==> config.mk <==
export PLATFORM = sky130hd
export DESIGN_NAME = ckey_fader
export DESIGN_NICKNAME = d
export VERILOG_FILES = /design/src/rtl/ckf_pkg.sv /design/src/rtl/ckf_window_match.sv /design/src/rtl/ckf_code_detect.sv /design/src/rtl/ckf_mix_lane.sv /design/src/rtl/ckey_fader.sv
export SDC_FILE = /design/constraint.sdc
export NUM_CORES = 1
export LEC_CHECK = 0
export BUFFER_PORTS_ARGS = -buffer_cell sky130_fd_sc_hd__buf_2
export CORE_MARGIN = 10
export CORE_UTILIZATION = 67
export DETAILED_ROUTE_END_ITERATION = 6
export GPL_TIMING_DRIVEN = 0
export PLACE_DENSITY = 0.9
export SLEW_MARGIN = 20
export SYNTH_ARGS = -nofsm -noshare
export SYNTH_HDL_FRONTEND = slang
export SYNTH_SLANG_ARGS = --single-unit
==> constraint.sdc <==
create_clock -name clk -period 21.8 [get_ports clk]
set_clock_uncertainty 0.2 [all_clocks]
set_input_delay 4.36 -clock clk [delete_from_list [all_inputs] [get_ports clk]]
set_output_delay 4.36 -clock clk [all_outputs]
set_load 0.03 [all_outputs]
==> src/rtl/ckf_pkg.sv <==
package ckf_pkg;
  typedef enum logic [1:0] {
    CLS_KEY1  = 2'd0,
    CLS_KEY2  = 2'd1,
    CLS_OTHER = 2'd2
  } key_class_e;
endpackage

==> src/rtl/ckf_window_match.sv <==
// Inclusive three-component range test on a packed {Y,U,V} pixel.
module ckf_window_match #(
  parameter int DW = 8
) (
  input  logic [3*DW-1:0] pix,
  input  logic [3*DW-1:0] lo,
  input  logic [3*DW-1:0] hi,
  output logic            hit
);
  localparam int NCOMP = 3;

  logic [NCOMP-1:0] comp_ok;

  for (genvar g = 0; g < NCOMP; g++) begin : g_comp
    always_comb begin
      comp_ok[g] = (pix[g*DW +: DW] >= lo[g*DW +: DW]) &&
                   (pix[g*DW +: DW] <= hi[g*DW +: DW]);
    end
  end

  assign hit = &comp_ok;
endmodule

==> src/rtl/ckf_code_detect.sv <==
// Watches one luma stream for all-ones, zero, zero, status; toggles a pass
// flag on each start-of-active-video status word.
module ckf_code_detect #(
  parameter int DW = 8
) (
  input  logic          clk,
  input  logic          rst_n,
  input  logic          en,
  input  logic          code_en,
  input  logic [DW-1:0] y,
  output logic          in_code,
  output logic          pass
);
  localparam logic [DW-1:0] ALL1  = {DW{1'b1}};
  localparam logic [DW-1:0] ALL0  = {DW{1'b0}};
  localparam int            H_BIT = DW - 4;

  logic [1:0] cnt_q, cnt_n;
  logic       pass_q, pass_n;

  always_comb begin
    cnt_n  = cnt_q;
    pass_n = pass_q;
    if (!code_en) begin
      cnt_n  = 2'd0;
      pass_n = 1'b0;
    end else if (en) begin
      case (cnt_q)
        2'd0: cnt_n = (y == ALL1) ? 2'd1 : 2'd0;
        2'd1: cnt_n = (y == ALL0) ? 2'd2 : ((y == ALL1) ? 2'd1 : 2'd0);
        2'd2: cnt_n = (y == ALL0) ? 2'd3 : ((y == ALL1) ? 2'd1 : 2'd0);
        default: begin
          cnt_n = 2'd0;
          if (!y[H_BIT]) pass_n = !pass_q;
        end
      endcase
    end
  end

  always_ff @(posedge clk or negedge rst_n) begin
    if (!rst_n) begin
      cnt_q  <= 2'd0;
      pass_q <= 1'b0;
    end else begin
      cnt_q  <= cnt_n;
      pass_q <= pass_n;
    end
  end

  assign in_code = code_en && ((y == ALL1) || (cnt_q != 2'd0));
  assign pass    = pass_q;

  // the pass flag moves only on a status beat or on disable
  p_pass_on_status_r11: assert property (@(posedge clk) disable iff (!rst_n)
    !$stable(pass_q) |-> (($past(cnt_q) == 2'd3) && $past(en)) || !$past(code_en));

  // detection off leaves no pass state behind
  p_disabled_clears_r13: assert property (@(posedge clk) disable iff (!rst_n)
    !code_en |=> !pass_q);
endmodule

==> src/rtl/ckf_mix_lane.sv <==
// One blend lane: rounded weighted mean with F/FMAX scaling, registered.
module ckf_mix_lane #(
  parameter int DW = 8,
  parameter int FW = 6
) (
  input  logic          clk,
  input  logic          rst_n,
  input  logic          en,
  input  logic [FW-1:0] f,
  input  logic [DW-1:0] a,
  input  logic [DW-1:0] b,
  input  logic          bypass,
  input  logic [DW-1:0] raw,
  output logic [DW-1:0] q
);
  localparam int PW   = DW + FW + 1;
  localparam int FMAX = (1 << FW) - 1;
  localparam int DMAX = (1 << DW) - 1;

  logic [PW-1:0] a_x, b_x, w_a, w_b, acc, quo;
  logic [DW-1:0] blend, q_n, q_r;

  always_comb begin
    a_x   = PW'(a);
    b_x   = PW'(b);
    w_b   = PW'(f);
    w_a   = PW'(FMAX) - w_b;
    acc   = w_a * a_x + w_b * b_x + PW'(FMAX / 2);
    quo   = acc / PW'(FMAX);
    blend = (quo > PW'(DMAX)) ? DW'(DMAX) : quo[DW-1:0];
    q_n   = bypass ? raw : blend;
  end

  always_ff @(posedge clk or negedge rst_n) begin
    if (!rst_n) q_r <= '0;
    else if (en) q_r <= q_n;
  end

  assign q = q_r;

  // endpoints are exact
  p_fade_zero_r3: assert property (@(posedge clk) disable iff (!rst_n)
    (en && !bypass && f == '0) |=> q_r == $past(a));
  p_fade_full_r3: assert property (@(posedge clk) disable iff (!rst_n)
    (en && !bypass && f == FW'(FMAX)) |=> q_r == $past(b));
  // a blend never leaves the span of its operands
  p_fade_between_r3: assert property (@(posedge clk) disable iff (!rst_n)
    (en && !bypass) |=> ((q_r >= $past(a)) || (q_r >= $past(b))) &&
                        ((q_r <= $past(a)) || (q_r <= $past(b))));
endmodule

==> src/rtl/ckey_fader.sv <==
module ckey_fader #(
  parameter int DW = 8,
  parameter int FW = 6
) (
  input  logic            clk,
  input  logic            rst_n,
  input  logic            in_valid,
  input  logic            in_cr,
  input  logic [DW-1:0]   pri_y,
  input  logic [DW-1:0]   pri_c,
  input  logic [DW-1:0]   sec_y,
  input  logic [DW-1:0]   sec_c,
  input  logic [3*DW-1:0] key1_lo,
  input  logic [3*DW-1:0] key1_hi,
  input  logic [3*DW-1:0] key2_lo,
  input  logic [3*DW-1:0] key2_hi,
  input  logic [FW-1:0]   fade_k1,
  input  logic [FW-1:0]   fade_k2,
  input  logic [FW-1:0]   fade_other,
  input  logic [3*DW-1:0] lut_yuv,
  input  logic            key_ignore,
  input  logic            pri_use_lut,
  input  logic            sec_use_lut,
  input  logic            code_en,
  output logic            out_valid,
  output logic            out_cr,
  output logic [DW-1:0]   out_y,
  output logic [DW-1:0]   out_c
);
  import ckf_pkg::*;

  localparam int PIXW  = 3 * DW;
  localparam int NSRC  = 2;   // 0 primary, 1 secondary
  localparam int NKEY  = 2;
  localparam int NLANE = 2;   // 0 luma, 1 chroma

  // ---------------- timing-code detectors, one per input ----------------
  logic [DW-1:0]   det_y [NSRC];
  logic [NSRC-1:0] det_code, det_pass;

  assign det_y[0] = pri_y;
  assign det_y[1] = sec_y;

  for (genvar s = 0; s < NSRC; s++) begin : g_det
    ckf_code_detect #(.DW(DW)) u_det (
      .clk     (clk),
      .rst_n   (rst_n),
      .en      (in_valid),
      .code_en (code_en),
      .y       (det_y[s]),
      .in_code (det_code[s]),
      .pass    (det_pass[s])
    );
  end

  // ---------------- stage 1: input register ----------------
  logic            s1_vld, s1_cr;
  logic [DW-1:0]   s1_py, s1_pc, s1_sy, s1_sc;
  logic [NSRC-1:0] s1_code, s1_pass;

  always_ff @(posedge clk or negedge rst_n) begin
    if (!rst_n) begin
      s1_vld  <= 1'b0;
      s1_cr   <= 1'b0;
      s1_py   <= '0;
      s1_pc   <= '0;
      s1_sy   <= '0;
      s1_sc   <= '0;
      s1_code <= '0;
      s1_pass <= '0;
    end else begin
      s1_vld <= in_valid;
      if (in_valid) begin
        s1_cr   <= in_cr;
        s1_py   <= pri_y;
        s1_pc   <= pri_c;
        s1_sy   <= sec_y;
        s1_sc   <= sec_c;
        s1_code <= det_code;
        s1_pass <= det_pass;
      end
    end
  end

  // ---------------- key decision: Cb beat in stage 1, Cr at the input ----
  logic [PIXW-1:0] key_lo [NKEY];
  logic [PIXW-1:0] key_hi [NKEY];
  logic [PIXW-1:0] grp_yuv;
  logic [NKEY-1:0] key_hit;
  key_class_e      cls_new, cls_n, s2_cls;

  assign key_lo[0] = key1_lo;
  assign key_hi[0] = key1_hi;
  assign key_lo[1] = key2_lo;
  assign key_hi[1] = key2_hi;
  assign grp_yuv   = {s1_py, s1_pc, pri_c};

  for (genvar k = 0; k < NKEY; k++) begin : g_key
    ckf_window_match #(.DW(DW)) u_win (
      .pix (grp_yuv),
      .lo  (key_lo[k]),
      .hi  (key_hi[k]),
      .hit (key_hit[k])
    );
  end

  always_comb begin
    if (key_ignore)      cls_new = CLS_KEY2;
    else if (key_hit[0]) cls_new = CLS_KEY1;
    else if (key_hit[1]) cls_new = CLS_KEY2;
    else                 cls_new = CLS_OTHER;
    cls_n = s1_cr ? s2_cls : cls_new;
  end

  // ---------------- stage 2: decided beat ----------------
  logic            s2_vld, s2_cr;
  logic [DW-1:0]   s2_py, s2_pc, s2_sy, s2_sc;
  logic [NSRC-1:0] s2_code, s2_pass;

  always_ff @(posedge clk or negedge rst_n) begin
    if (!rst_n) begin
      s2_vld  <= 1'b0;
      s2_cr   <= 1'b0;
      s2_py   <= '0;
      s2_pc   <= '0;
      s2_sy   <= '0;
      s2_sc   <= '0;
      s2_code <= '0;
      s2_pass <= '0;
      s2_cls  <= CLS_OTHER;
    end else begin
      s2_vld <= s1_vld;
      if (s1_vld) begin
        s2_cr   <= s1_cr;
        s2_py   <= s1_py;
        s2_pc   <= s1_pc;
        s2_sy   <= s1_sy;
        s2_sc   <= s1_sc;
        s2_code <= s1_code;
        s2_pass <= s1_pass;
        s2_cls  <= cls_n;
      end
    end
  end

  // ---------------- operand and factor selection ----------------
  logic [DW-1:0] lut_y, lut_cs;
  logic [FW-1:0] f_sel;
  logic [DW-1:0] a_op [NLANE];
  logic [DW-1:0] b_op [NLANE];
  logic [DW-1:0] raw  [NLANE];
  logic [DW-1:0] lane_q [NLANE];
  logic          pri_lut_now, raw_pri, bypass;

  always_comb begin
    lut_y       = lut_yuv[3*DW-1:2*DW];
    lut_cs      = s2_cr ? lut_yuv[DW-1:0] : lut_yuv[2*DW-1:DW];
    case (s2_cls)
      CLS_KEY1: f_sel = fade_k1;
      CLS_KEY2: f_sel = fade_k2;
      default:  f_sel = fade_other;
    endcase
    pri_lut_now = (s2_cls == CLS_KEY2) || pri_use_lut;
    a_op[0]     = pri_lut_now ? lut_y  : s2_py;
    a_op[1]     = pri_lut_now ? lut_cs : s2_pc;
    b_op[0]     = sec_use_lut ? lut_y  : s2_sy;
    b_op[1]     = sec_use_lut ? lut_cs : s2_sc;
    raw_pri     = s2_code[0] || s2_pass[0];
    bypass      = raw_pri || s2_code[1] || s2_pass[1];
    raw[0]      = raw_pri ? s2_py : s2_sy;
    raw[1]      = raw_pri ? s2_pc : s2_sc;
  end

  for (genvar l = 0; l < NLANE; l++) begin : g_lane
    ckf_mix_lane #(.DW(DW), .FW(FW)) u_mix (
      .clk    (clk),
      .rst_n  (rst_n),
      .en     (s2_vld),
      .f      (f_sel),
      .a      (a_op[l]),
      .b      (b_op[l]),
      .bypass (bypass),
      .raw    (raw[l]),
      .q      (lane_q[l])
    );
  end

  // ---------------- stage 3: output framing ----------------
  logic o_vld, o_cr;

  always_ff @(posedge clk or negedge rst_n) begin
    if (!rst_n) begin
      o_vld <= 1'b0;
      o_cr  <= 1'b0;
    end else begin
      o_vld <= s2_vld;
      if (s2_vld) o_cr <= s2_cr;
    end
  end

  assign out_valid = o_vld;
  assign out_cr    = o_cr;
  assign out_y     = lane_q[0];
  assign out_c     = lane_q[1];

  // ---------------- checks ----------------
  logic [1:0] age_q;
  always_ff @(posedge clk or negedge rst_n) begin
    if (!rst_n) age_q <= 2'd0;
    else if (age_q != 2'd3) age_q <= age_q + 2'd1;
  end

  p_latency_r2: assert property (@(posedge clk) disable iff (!rst_n)
    (age_q == 2'd3) |-> out_valid == $past(in_valid, 3));
  p_phase_r2: assert property (@(posedge clk) disable iff (!rst_n)
    (age_q == 2'd3 && out_valid) |-> out_cr == $past(in_cr, 3));
  p_key1_first_r7: assert property (@(posedge clk) disable iff (!rst_n)
    (s1_vld && !s1_cr && !key_ignore && key_hit[0] && key_hit[1]) |=> s2_cls == CLS_KEY1);
  p_pair_shared_r8: assert property (@(posedge clk) disable iff (!rst_n)
    (s1_vld && s1_cr) |=> $stable(s2_cls));
  p_ignore_key2_r9: assert property (@(posedge clk) disable iff (!rst_n)
    (s1_vld && !s1_cr && key_ignore) |=> s2_cls == CLS_KEY2);
endmodule

==> out/metrics.csv <==
stage,metric,value,unit
sta,Slew @ Worst Pin,1230,ps
worst_setup_path,"critical path fanouts, max",10,
worst_setup_path,Worst Setup End Kind,register,
floorplan,Initial Utilization,68.2,%
sta,Fmax,0.0567,GHz
sta,Pins Over Slew Limit,0,
worst_setup_path,Arrival @ worst endpoint,17680,ps
logic_synthesis,cell taking the most area after synthesis,fa_1,
cells_and_area,nets@finish,2835,
cells_and_area,layout cells sized above 1,16.5,%
logic_synthesis,register area share after synthesis,14.4,%
worst_setup_path,Slowest Stage Delay on Critical Path,830,ps
clock_tree,H-Tree Depth,3,
logic_synthesis,Synthesized Nets,2629,
clock_tree,Clock Latency Late Sink,360,ps
logic_synthesis,number of synthesized flops with an enable pin,0,
logic_synthesis,top-area cell type share of the netlist area,16.7,%
worst_setup_path,Critical Path RT,21830,ps
drt,initial DRC count,1675,
sta,RSZ-0062 raised after global routing,no,
placed_design,placed cells,2633,
worst_hold_path,hold depth,0,
logic_synthesis,Gate Count Post-Synth,2103,
drt,"antenna viol nets, final",0,
placed_design,Placer Congestion,0.989,
sta,"Period Utilization, post-route",81.0,%
cells_and_area,Layout Cells excl Fill,2658,
clock_tree,# clock sinks,102,
placed_design,IO Port Bufs,194,
floorplan,# rows,59,
sta,relative slew slack,17.5,%
global_routing,first-pass GRT wire length,89.2,mm
placed_design,Setup Slack @ Placement,4130,ps
run,max cap viols,0,
logic_synthesis,Syn Area/Cell,8.45,µm²
floorplan,die area,33400,µm²
clock_tree,clk slew on worst S/H paths,80,ps
drt,via count,17128,
cells_and_area,Synth-to-Final Area Change,9.79,%
worst_setup_path,worst setup path class,input pin to register,
global_routing,GRT Util Overall,32.7,%
cells_and_area,"Design Area, Final",19500,µm²
logic_synthesis,Ys Warns,0,
sta,crit path time final,17650,ps
logic_synthesis,ys async rst share,100,%
placed_design,DP Area,19200,µm²
sta,final setup fails,0,
run_status,status,"finished, final reports clean",
floorplan,Die Width,183,µm
sta,final setup margin,4150,ps
floorplan,die height,183,µm
global_routing,vias in the first global route,17388,
worst_setup_path,critical path launch point type,input pin,
drt,drt first pass iters,6,
drt,post-DR wirelength/cell,20.8,µm
global_routing,initial antenna violation count,9,
drt,drt via density,6.44,
clock_tree,CTS Buffer Depth,2,
worst_hold_path,HP Class,register to register,
floorplan,core footprint,26100,µm²
clock_tree,CTS resizes,0,
clock_tree,CTS tree,done,
drt,WL final,55.4,mm
worst_setup_path,Critical-path top delay cell,a2111oi_0,
sta,setup TNS,0,ps
sta,"Hold Vio Cnt, Final",0,
floorplan,I/O pin cnt,196,
worst_setup_path,CP dominant cell by count,fa_1,
global_routing,grt ovf,0,
logic_synthesis,Yosys reg bits,102,
clock_tree,Root Driver,clkbuf_16,
clock_tree,hold buffer count at cts,0,
logic_synthesis,Synth Flop Type,dfrtp_1,
logic_synthesis,top post-synthesis cells by area,"fa_1, dfrtp_1, ha_1",
logic_synthesis,Post-Syn Area,17800,µm²
placed_design,post-DP HPWL,45.4,mm
clock_tree,setup repair bufs after CTS,0,
logic_synthesis,Synth cell types,108,
worst_setup_path,Register-to-Register Path Depth,45,
global_routing,largest net degree at the start of global routing,84,
drt,drt drc,0,
clock_tree,Num CTS Buffers,9,
[kinds of logic after synthesis]
family / Yosys count / synth area share, %
AO/OA/AOI/OAI: 438 / 17.4
XOR/XNOR: 32 / 1.77
adder cells (fa/ha/maj): 351 / 30.9
buffers and inverters: 389 / 8.36
flip-flops: 102 / 14.4
multiplexers: 145 / 8.87
AND/OR/NAND/NOR: 646 / 18.3
[critical path: cells and delay by family]
family,cells,cell delay [ps]
compound gates,15,4390
xor+xnor,3,1140
fa+ha+maj,8,3620
buf+inv,9,1810
mux,1,390
simple gates,9,1940
[cell type report]
type                            instances  area [µm²]
Antenna cell                            9        22.5
Buffer                                 67         277
Clock buffer                            9         225
Clock inverter                          7        67.6
Fill cell                            1914        6550
Inverter                              322        1210
Multi-Input combinational cell       1612       13700
Sequential cell                       102        2550
Tap cell                              335         419
Timing Repair Buffer                  195        1000
[final timing paths]
kind,from,to,slack [ps]
worst min-delay path,s1_vld,s2_vld,290
max in group asynchronous,rst_n,s2_cls[1],17090
worst max-delay path,pri_use_lut,g_lane[0].u_mix.q[0],4150
worst max register to register,s2_cls[0],g_lane[0].u_mix.q[0],7190
min in group asynchronous,rst_n,s1_py[1],3620
worst min register to register,s1_vld,s2_vld,290
[synthesized netlist by cell type (43+ instances only)]
cell type    n
nor2_1     165
dfrtp_1    101
nand2_1    160
nand3_1     43
mux2_2      95
nand2b_1    44
fa_1       148
a21oi_1     80
o21ai_0     92
inv_1      322
ha_1       200
clkbuf_1    50
mux2i_1     49
[registers in the layout, summed over array words and instances, names as in the netlist, 4 cells and up]
register	cells
g_lane.u_mix.q	16
s1_sc	8
s1_py	8
s1_pc	8
s2_py	8
g_det.u_det.cnt_q	4
s1_sy	8
s2_pc	8
s2_sc	8
s2_sy	8
[stage by stage]
stage	utilization (%)	hold slack (ps)
after floorplan	-	173
after global placement	73.5	254
after detailed placement	73.6	268
after CTS	74.8	283
after global routing	74.9	302
final	74.9	287
[cell usage in the layout (no fill, tap or decap), drive strengths merged, types with 26 or more instances in the layout]
cell and instances:
nand3 46, and2 29, inv 326, mux2i 49
nand2b 44, nor2 166, buf 212, mux2 96
fa 148, o21a 26, dfrtp 101, clkbuf 59
nand2 161, o21ai 104, nor2b 37, or2 31
ha 200, nor3 34, a21oi 82
[metal layers]
metal  share of wire (%)  global-route usage (%)  vias up
met2                  48                    55.5      915
met1                  38                    39.6     8268
met5                   0                       0        -
met4                 5.3                    15.9        0
li1                    -                       -     7728
met3                 8.7                    5.41      217
Power is left out: the tool's default activity adds up to more than one toggle a clock period on the data nets, which glitch-free logic cannot reach.
